$ cat src/rtl/irq_status_agg.sv
module irq_status_agg #(
  parameter int CNT_W = 5,
  parameter int PORTS = 4
) (
  input  logic             clk,
  input  logic             rst_n,
  input  logic [CNT_W-1:0] tx_free_a,
  input  logic [CNT_W-1:0] tx_lvl_a,
  input  logic [CNT_W-1:0] rx_fill_a,
  input  logic [CNT_W-1:0] rx_lvl_a,
  input  logic [CNT_W-1:0] tx_free_b,
  input  logic [CNT_W-1:0] tx_lvl_b,
  input  logic [CNT_W-1:0] rx_fill_b,
  input  logic [CNT_W-1:0] rx_lvl_b,
  input  logic             brk_edge_a,
  input  logic             brk_edge_b,
  input  logic             cmd_we_a,
  input  logic [7:0]       cmd_a,
  input  logic             cmd_we_b,
  input  logic [7:0]       cmd_b,
  input  logic             ctr_done,
  input  logic             ctr_stop,
  input  logic [PORTS-1:0] pin_in,
  input  logic [PORTS-1:0] pin_chg_en,
  input  logic             pin_chg_rd,
  input  logic             mask_we,
  input  logic [7:0]       mask_din,
  output logic [7:0]       irq_status,
  output logic             irq_n
);

  localparam logic [3:0] BRK_CLR = 4'h5;

  logic [7:0]       stat_q, mask_q;
  logic [PORTS-1:0] sync1_q, sync2_q, prev_q;
  logic [1:0]       warm_q;

  wire clr_brk_a = cmd_we_a && (cmd_a[7:4] == BRK_CLR);
  wire clr_brk_b = cmd_we_b && (cmd_b[7:4] == BRK_CLR);
  wire pin_set   = (warm_q == 2'd3) && |((sync2_q ^ prev_q) & pin_chg_en);

  always_ff @(posedge clk or negedge rst_n) begin
    if (!rst_n) begin
      sync1_q <= '0;
      sync2_q <= '0;
      prev_q  <= '0;
      warm_q  <= '0;
    end else begin
      sync1_q <= pin_in;
      sync2_q <= sync1_q;
      prev_q  <= sync2_q;
      if (warm_q != 2'd3) warm_q <= warm_q + 2'd1;
    end
  end

  always_ff @(posedge clk or negedge rst_n) begin
    if (!rst_n) begin
      stat_q <= '0;
      mask_q <= '0;
    end else begin
      stat_q[0] <= tx_free_a >= tx_lvl_a;
      stat_q[1] <= rx_fill_a >= rx_lvl_a;
      stat_q[2] <= brk_edge_a | (stat_q[2] & ~clr_brk_a);
      stat_q[3] <= ctr_done   | (stat_q[3] & ~ctr_stop);
      stat_q[4] <= tx_free_b >= tx_lvl_b;
      stat_q[5] <= rx_fill_b >= rx_lvl_b;
      stat_q[6] <= brk_edge_b | (stat_q[6] & ~clr_brk_b);
      stat_q[7] <= pin_set    | (stat_q[7] & ~pin_chg_rd);
      if (mask_we) mask_q <= mask_din;
    end
  end

  assign irq_status = stat_q;
  assign irq_n      = ~|(stat_q & mask_q);

  assert_tx_follow_R4: assert property (@(posedge clk) disable iff (!rst_n)
    1'b1 |=> irq_status[0] == $past(tx_free_a >= tx_lvl_a));
  assert_rx_follow_R5: assert property (@(posedge clk) disable iff (!rst_n)
    1'b1 |=> irq_status[5] == $past(rx_fill_b >= rx_lvl_b));
  assert_brk_hold_R6: assert property (@(posedge clk) disable iff (!rst_n)
    (irq_status[2] && !clr_brk_a) |=> irq_status[2]);
  assert_brk_clear_R6: assert property (@(posedge clk) disable iff (!rst_n)
    (clr_brk_b && !brk_edge_b) |=> !irq_status[6]);
  assert_ctr_set_R7: assert property (@(posedge clk) disable iff (!rst_n)
    ctr_done |=> irq_status[3]);
  assert_pin_clear_R8: assert property (@(posedge clk) disable iff (!rst_n)
    (pin_chg_rd && !pin_set) |=> !irq_status[7]);
  assert_mask_load_R9: assert property (@(posedge clk) disable iff (!rst_n)
    mask_we |=> mask_q == $past(mask_din));
  assert_quiet_mask_R2: assert property (@(posedge clk) disable iff (!rst_n)
    (mask_we && mask_din == 8'h00) |=> irq_n);

endmodule

$ cat config.mk
export PLATFORM = sky130hd
export DESIGN_NAME = irq_status_agg
export DESIGN_NICKNAME = d
export VERILOG_FILES = /design/src/rtl/irq_status_agg.sv
export SDC_FILE = /design/constraint.sdc
export NUM_CORES = 1
export LEC_CHECK = 0
export BUFFER_PORTS_ARGS = -buffer_cell sky130_fd_sc_hd__buf_4
export CORE_MARGIN = 3
export CORE_UTILIZATION = 40
export DETAILED_ROUTE_END_ITERATION = 10
export PLACE_DENSITY_LB_ADDON = 0.05
export RECOVER_POWER = 25
export SLEW_MARGIN = 10
export SYNTH_ARGS = -nofsm -noshare
export SYNTH_HDL_FRONTEND = slang
export SYNTH_SLANG_ARGS = --single-unit
$ cat constraint.sdc
create_clock -name clk -period 1.35 [get_ports clk]
set_input_delay 0.135 -clock clk [delete_from_list [all_inputs] [get_ports clk]]
set_output_delay 0.135 -clock clk [all_outputs]
set_load 0.02 [all_outputs]
# After elaboration in Yosys (flattened, before gate mapping)

Cells that the tools add are included.

Add/subtract/negate cells: 1
$lt $le $gt $ge: 4
Equality and inequality tests: 4
Bitwise gates (word level): 15
Reductions and logical operators: 6

Operators by type and width:

| cell                                                            | count |
|---|---|
| 5-bit >= comparator                                             | 4 |
| 8-bit AND                                                       | 1 |
| 4-bit by 3-bit == test with 1-bit output, second input constant | 2 |
| 8-bit OR reduction                                              | 1 |
| 1-bit AND                                                       | 4 |
| 4-bit AND                                                       | 1 |
| 1-bit inverter                                                  | 4 |
| 1-bit OR                                                        | 4 |
| 4-bit OR reduction                                              | 1 |
| 4-bit XOR                                                       | 1 |
| 1-bit logical AND                                               | 3 |
| 2-bit by 1-bit adder with 2-bit output, second input constant   | 1 |
| 2-bit == test, second input constant                            | 1 |
| 2-bit != test, second input constant                            | 1 |
| 1-bit zero test                                                 | 1 |

Register bits after elaboration: 30
Input port bits: 82
Output and inout bits: 9
Word-level logic and storage cells: 36

# Longest topological paths before layout

Depth in word-level cells: 5
Depth in mapped cells: 6
Depth with buffers taken out: 6

# Worst setup path after synthesis

Ideal clock, no wire load.

Kind: register -> output
Start point: reg stat_q[3] (netlist: irq_status[3])
End point: out irq_n
Arrival: 932 ps
Required time: 1215 ps
Slack: 283 ps
Stages on the path, launching flop included: 3
Buffers on the path: 0
Cells stage by stage: dfrtp_1 > a22oi_1 > and4_1

Word-level cells in the longest chain between the ends: 3

Ends and longest elaborated chain:

| element                | line | RTL |
|---|---|---|
| from (decl)            | 34   | `logic [7:0] stat_q, mask_q;` |
| from (signal assigned) | 64   | `stat_q[3] <= ctr_done \| (stat_q[3] & ~ctr_stop);` |
| 8-bit AND              | 74   | `assign irq_n = ~\|(stat_q & mask_q);` |
| 8-bit OR reduction     | 74   |  |
| 1-bit zero test        | 74   |  |
| to (decl)              | 29   | `output logic irq_n` |

No other way between the ends.

# Worst setup path after layout

Start point: reg mask_q[1]
End point: out irq_n

Word-level cells in the longest chain between the ends: 3

Ends and longest elaborated chain:

| element                | line | RTL |
|---|---|---|
| from (decl)            | 34   |  |
| from (signal assigned) | 69   | `if (mask_we) mask_q <= mask_din;` |
| 8-bit AND              | 74   |  |
| 8-bit OR reduction     | 74   |  |
| 1-bit zero test        | 74   |  |

No other way between the ends.

==> run_results.csv <==
group,metric,value,unit
setup_path,cp_num_buf_inv,1,
timing,fin_skew,3.87,ps
power_and_ir_drop,p_per_area,922,mW/mm^2
status,status,"complete, no violations",
setup_path,cp_max_fo,2,
clocking,numClockSinks,30,
clocking,clk_pin_slew,60,ps
final_layout,multi_input_area,672,um^2
drt,vias_per_cell,4.61,
final_layout,fillers,289,
timing,tightestPinTransition,700,ps
yosys,ys_async_sr_fraction,100,%
drt,drtIter0Drc,33,
final_layout,finish.utilization,67.5,%
timing,hold_violations,0,
drt,drt_pre_antenna_iters,3,
drt,wl_per_cell,11.1,um
final_layout,diodes,0,
global_routing,grt.overflow.total,0,
setup_path,arrival,1180,ps
clocking,h-tree-depth,2,
setup_path,worstPathRequired,1220,ps
setup_path,cp_cell_sequence,"a22oi_2 > and4_1 > buf_4",
yosys,synth_area_leader_cell,"dfrtp_1",
floorplanning,die_h,67.3,um
timing,fmaxAchievable,0.758,GHz
setup_path,start_kind,"flop",
drt,ant_nets,0,
yosys,synth_top_area_share,50.0,%
yosys,syn-cell-area,0.00150,mm^2
timing,setup_viol,0,
placed_design,dpl_worst_slack,171,ps
floorplanning,dieArea,0.00453,mm^2
drt,finalWirelength,3.05,mm
final_layout,nets,330,
yosys,synth_edf_count,0,
drt,via_count,1263,
yosys,synthCells,132,
clocking,cts_buffer_depth,2,
global_routing,grt_pass1_wl,4.95,mm
placed_design,gp_congestion,0.669,
setup_path,crit_family,"flip-flops",
global_routing,antenna_found_initial,0,
final_layout,drive_above_1_share,45.2,%
timing,slew_viol_final,0,
setup_path,crit_type,"reg2out",
yosys,synthTopCellsByArea,"dfrtp_1 (50%), ha_1 (17%), mux2_2 (6.7%)",
final_layout,areaGrowthSynthToFinish,55.7,%
power_and_ir_drop,p_leak,1.25,nW
yosys,yosysMostFrequentCell,"dfrtp_1",
yosys,seq_area_frac_synth,50.0,%
floorplanning,initial_core_util,43.3,%
timing,fin_ws,30.2,ps
yosys,ys_types,20,
clocking,clk-insertion-delay-late,270,ps
drt,drc,0,
yosys,post_synth.cell_area_avg,11.4,um^2
timing,period_share,97.8,%
yosys,yosys_warnings,0,
final_layout,register_area,751,um^2
floorplanning,die_x,67.3,um
yosys,ys.flop_type,"dfrtp_1",
setup_path,slowest_stage,"dfrtp_1",
placed_design,io_buffers,82,
power_and_ir_drop,ir_drop,0.000646,V
clocking,cts_tree,"done",
timing,period_needed,1320,ps
floorplanning,fp.coreArea,0.00347,mm^2
flow_run,timing.max_cap.violations,0,
floorplanning,rows,21,
yosys,ys_ff_latch,30,
yosys,syn_nets,235,
worst_hold_path,hold_class,"in2reg",
setup_path,critPathCaptureType,"output port",
floorplanning,boundaryPins,91,
global_routing,grt_max_degree,31,
global_routing,grt_usage,14.6,%
setup_path,cpPeakStageDelay,380,ps
clocking,root_buffer,"clkbuf_8",
yosys,synth_commonest_cells,"dfrtp_1 (30), inv_1 (24), ha_1 (21), mux2_2 (9), a21oi_1 (8)",
global_routing,grt_pass1_vias,1255,
timing,relSlewSlack,53.3,%
placed_design,dpl.hpwl,2.60,mm
clocking,cts_buffers,5,
timing,rsz0062_at_grt,"yes",
power breakdown:
part	internal [mW]	switching (mW)
Sequential	0.964	0.0390
Combinational	0.283	0.170
Clock	0.410	0.290
metal layers:
metal  vias to the layer above  part of all wire, %  track usage [%]
met3                         6                   10             4.83
li1                        633                    -                -
met4                         0                  1.4             6.08
met5                         -                    0                0
met1                       568                   37             15.8
met2                        56                   51             25.9
cell families (layout without fill, tap and decap cells):
logic type | Yosys count | count (layout) | share of synthesized area [%]
XOR/XNOR | 5 | 5 | 2.91
AND/OR/NAND/NOR | 17 | 17 | 6.58
adder cells (fa/ha/maj) | 21 | 21 | 17.5
AO/OA/AOI/OAI | 25 | 25 | 9.99
multiplexers | 9 | 9 | 6.74
buffers and inverters | 25 | 121 | 6.33
flip-flops | 30 | 30 | 50.0
final timing paths:
| kind | startpoint | endpoint | slack, ps | cells after the start |
|---|---|---|---|---|
| setup / recovery | mask_q[1]$_DFFE_PN0P_ | irq_n | 30 | 3 |
| max in group asynchronous | rst_n | irq_status[1]$_DFF_PN0_ | 450 | 2 |
| setup reg to reg | prev_q[3]$_DFF_PN0_ | irq_status[7]$_DFF_PN0_ | 290 | 4 |
| min in group asynchronous | rst_n | irq_status[3]$_DFF_PN0_ | 450 | 2 |
| hold / removal | pin_chg_rd | irq_status[7]$_DFF_PN0_ | 30 | 2 |
| hold reg to reg | sync1_q[3]$_DFF_PN0_ | sync2_q[3]$_DFF_PN0_ | 350 | 0 |
state kept, by name (all words and copies together), names as in the netlist:
| name | count |
|---|---|
| sync2_q | 4 |
| irq_status | 8 |
| mask_q | 8 |
| prev_q | 4 |
| warm_q | 2 |
| sync1_q | 4 |
layout make-up:
type / instances / area share [%]
timing repair buffer: 89 / 29.0
clock inverter: 1 / 0.214
tap: 46 / 2.46
clock buffer: 7 / 3.69
inverter: 24 / 3.85
sequential: 30 / 32.1
multi-input combinational: 77 / 28.7
cell usage in the layout, fill, tap and decap left out:
| cell | count |
|---|---|
| buf_4 | 79 |
| dfrtp_1 | 30 |
| inv_1 | 24 |
| ha_1 | 21 |
| mux2_2 | 9 |
| a21oi_1 | 8 |
| o21ai_0 | 6 |
| clkbuf_8 | 6 |
| dlygate4sd3_1 | 5 |
| nand2b_1 | 4 |
| xor2_1 | 4 |
| nand2_1 | 4 |
| clkbuf_4 | 4 |
| a21o_1 | 3 |
| a22oi_2 | 3 |
| nand4b_1 | 2 |
| a22o_1 | 2 |
| o21ai_1 | 2 |
| nor2b_1 | 2 |
| nand4_1 | 2 |
| nor2_1 | 2 |
| a22oi_1 | 1 |
| and4_1 | 1 |
| xnor2_1 | 1 |
| clkbuf_1 | 1 |
| clkinv_2 | 1 |
| clkbuf_2 | 1 |
per-stage QoR:
step / power (mW) / setup TNS, ps / instance area [um^2] / instances / hold slack [ps]
floorplan: 1.19 / 0 / 1500 / 132 / -161
global placement: 1.43 / 0 / 2170 / 259 / 72.3
detailed placement: 1.45 / 0 / 2170 / 259 / 79.5
CTS: 2.19 / -0.599 / 2340 / 274 / 20.5
global route: 2.29 / -30.7 / 2340 / 274 / 22.0
finish: 2.16 / 0 / 2340 / 274 / 30.1
repair_timing:
action                     in CTS  in global routing
gates cloned                    0                  0
hold buffers                    5                  0
buffers inserted                2                  0
resized for setup               2                  1
hold endpoints to repair       34                  0
pin swaps                       2                  1
setup endpoints to repair       1                  1
No activity file was read; power rests on OpenSTA's default activity.
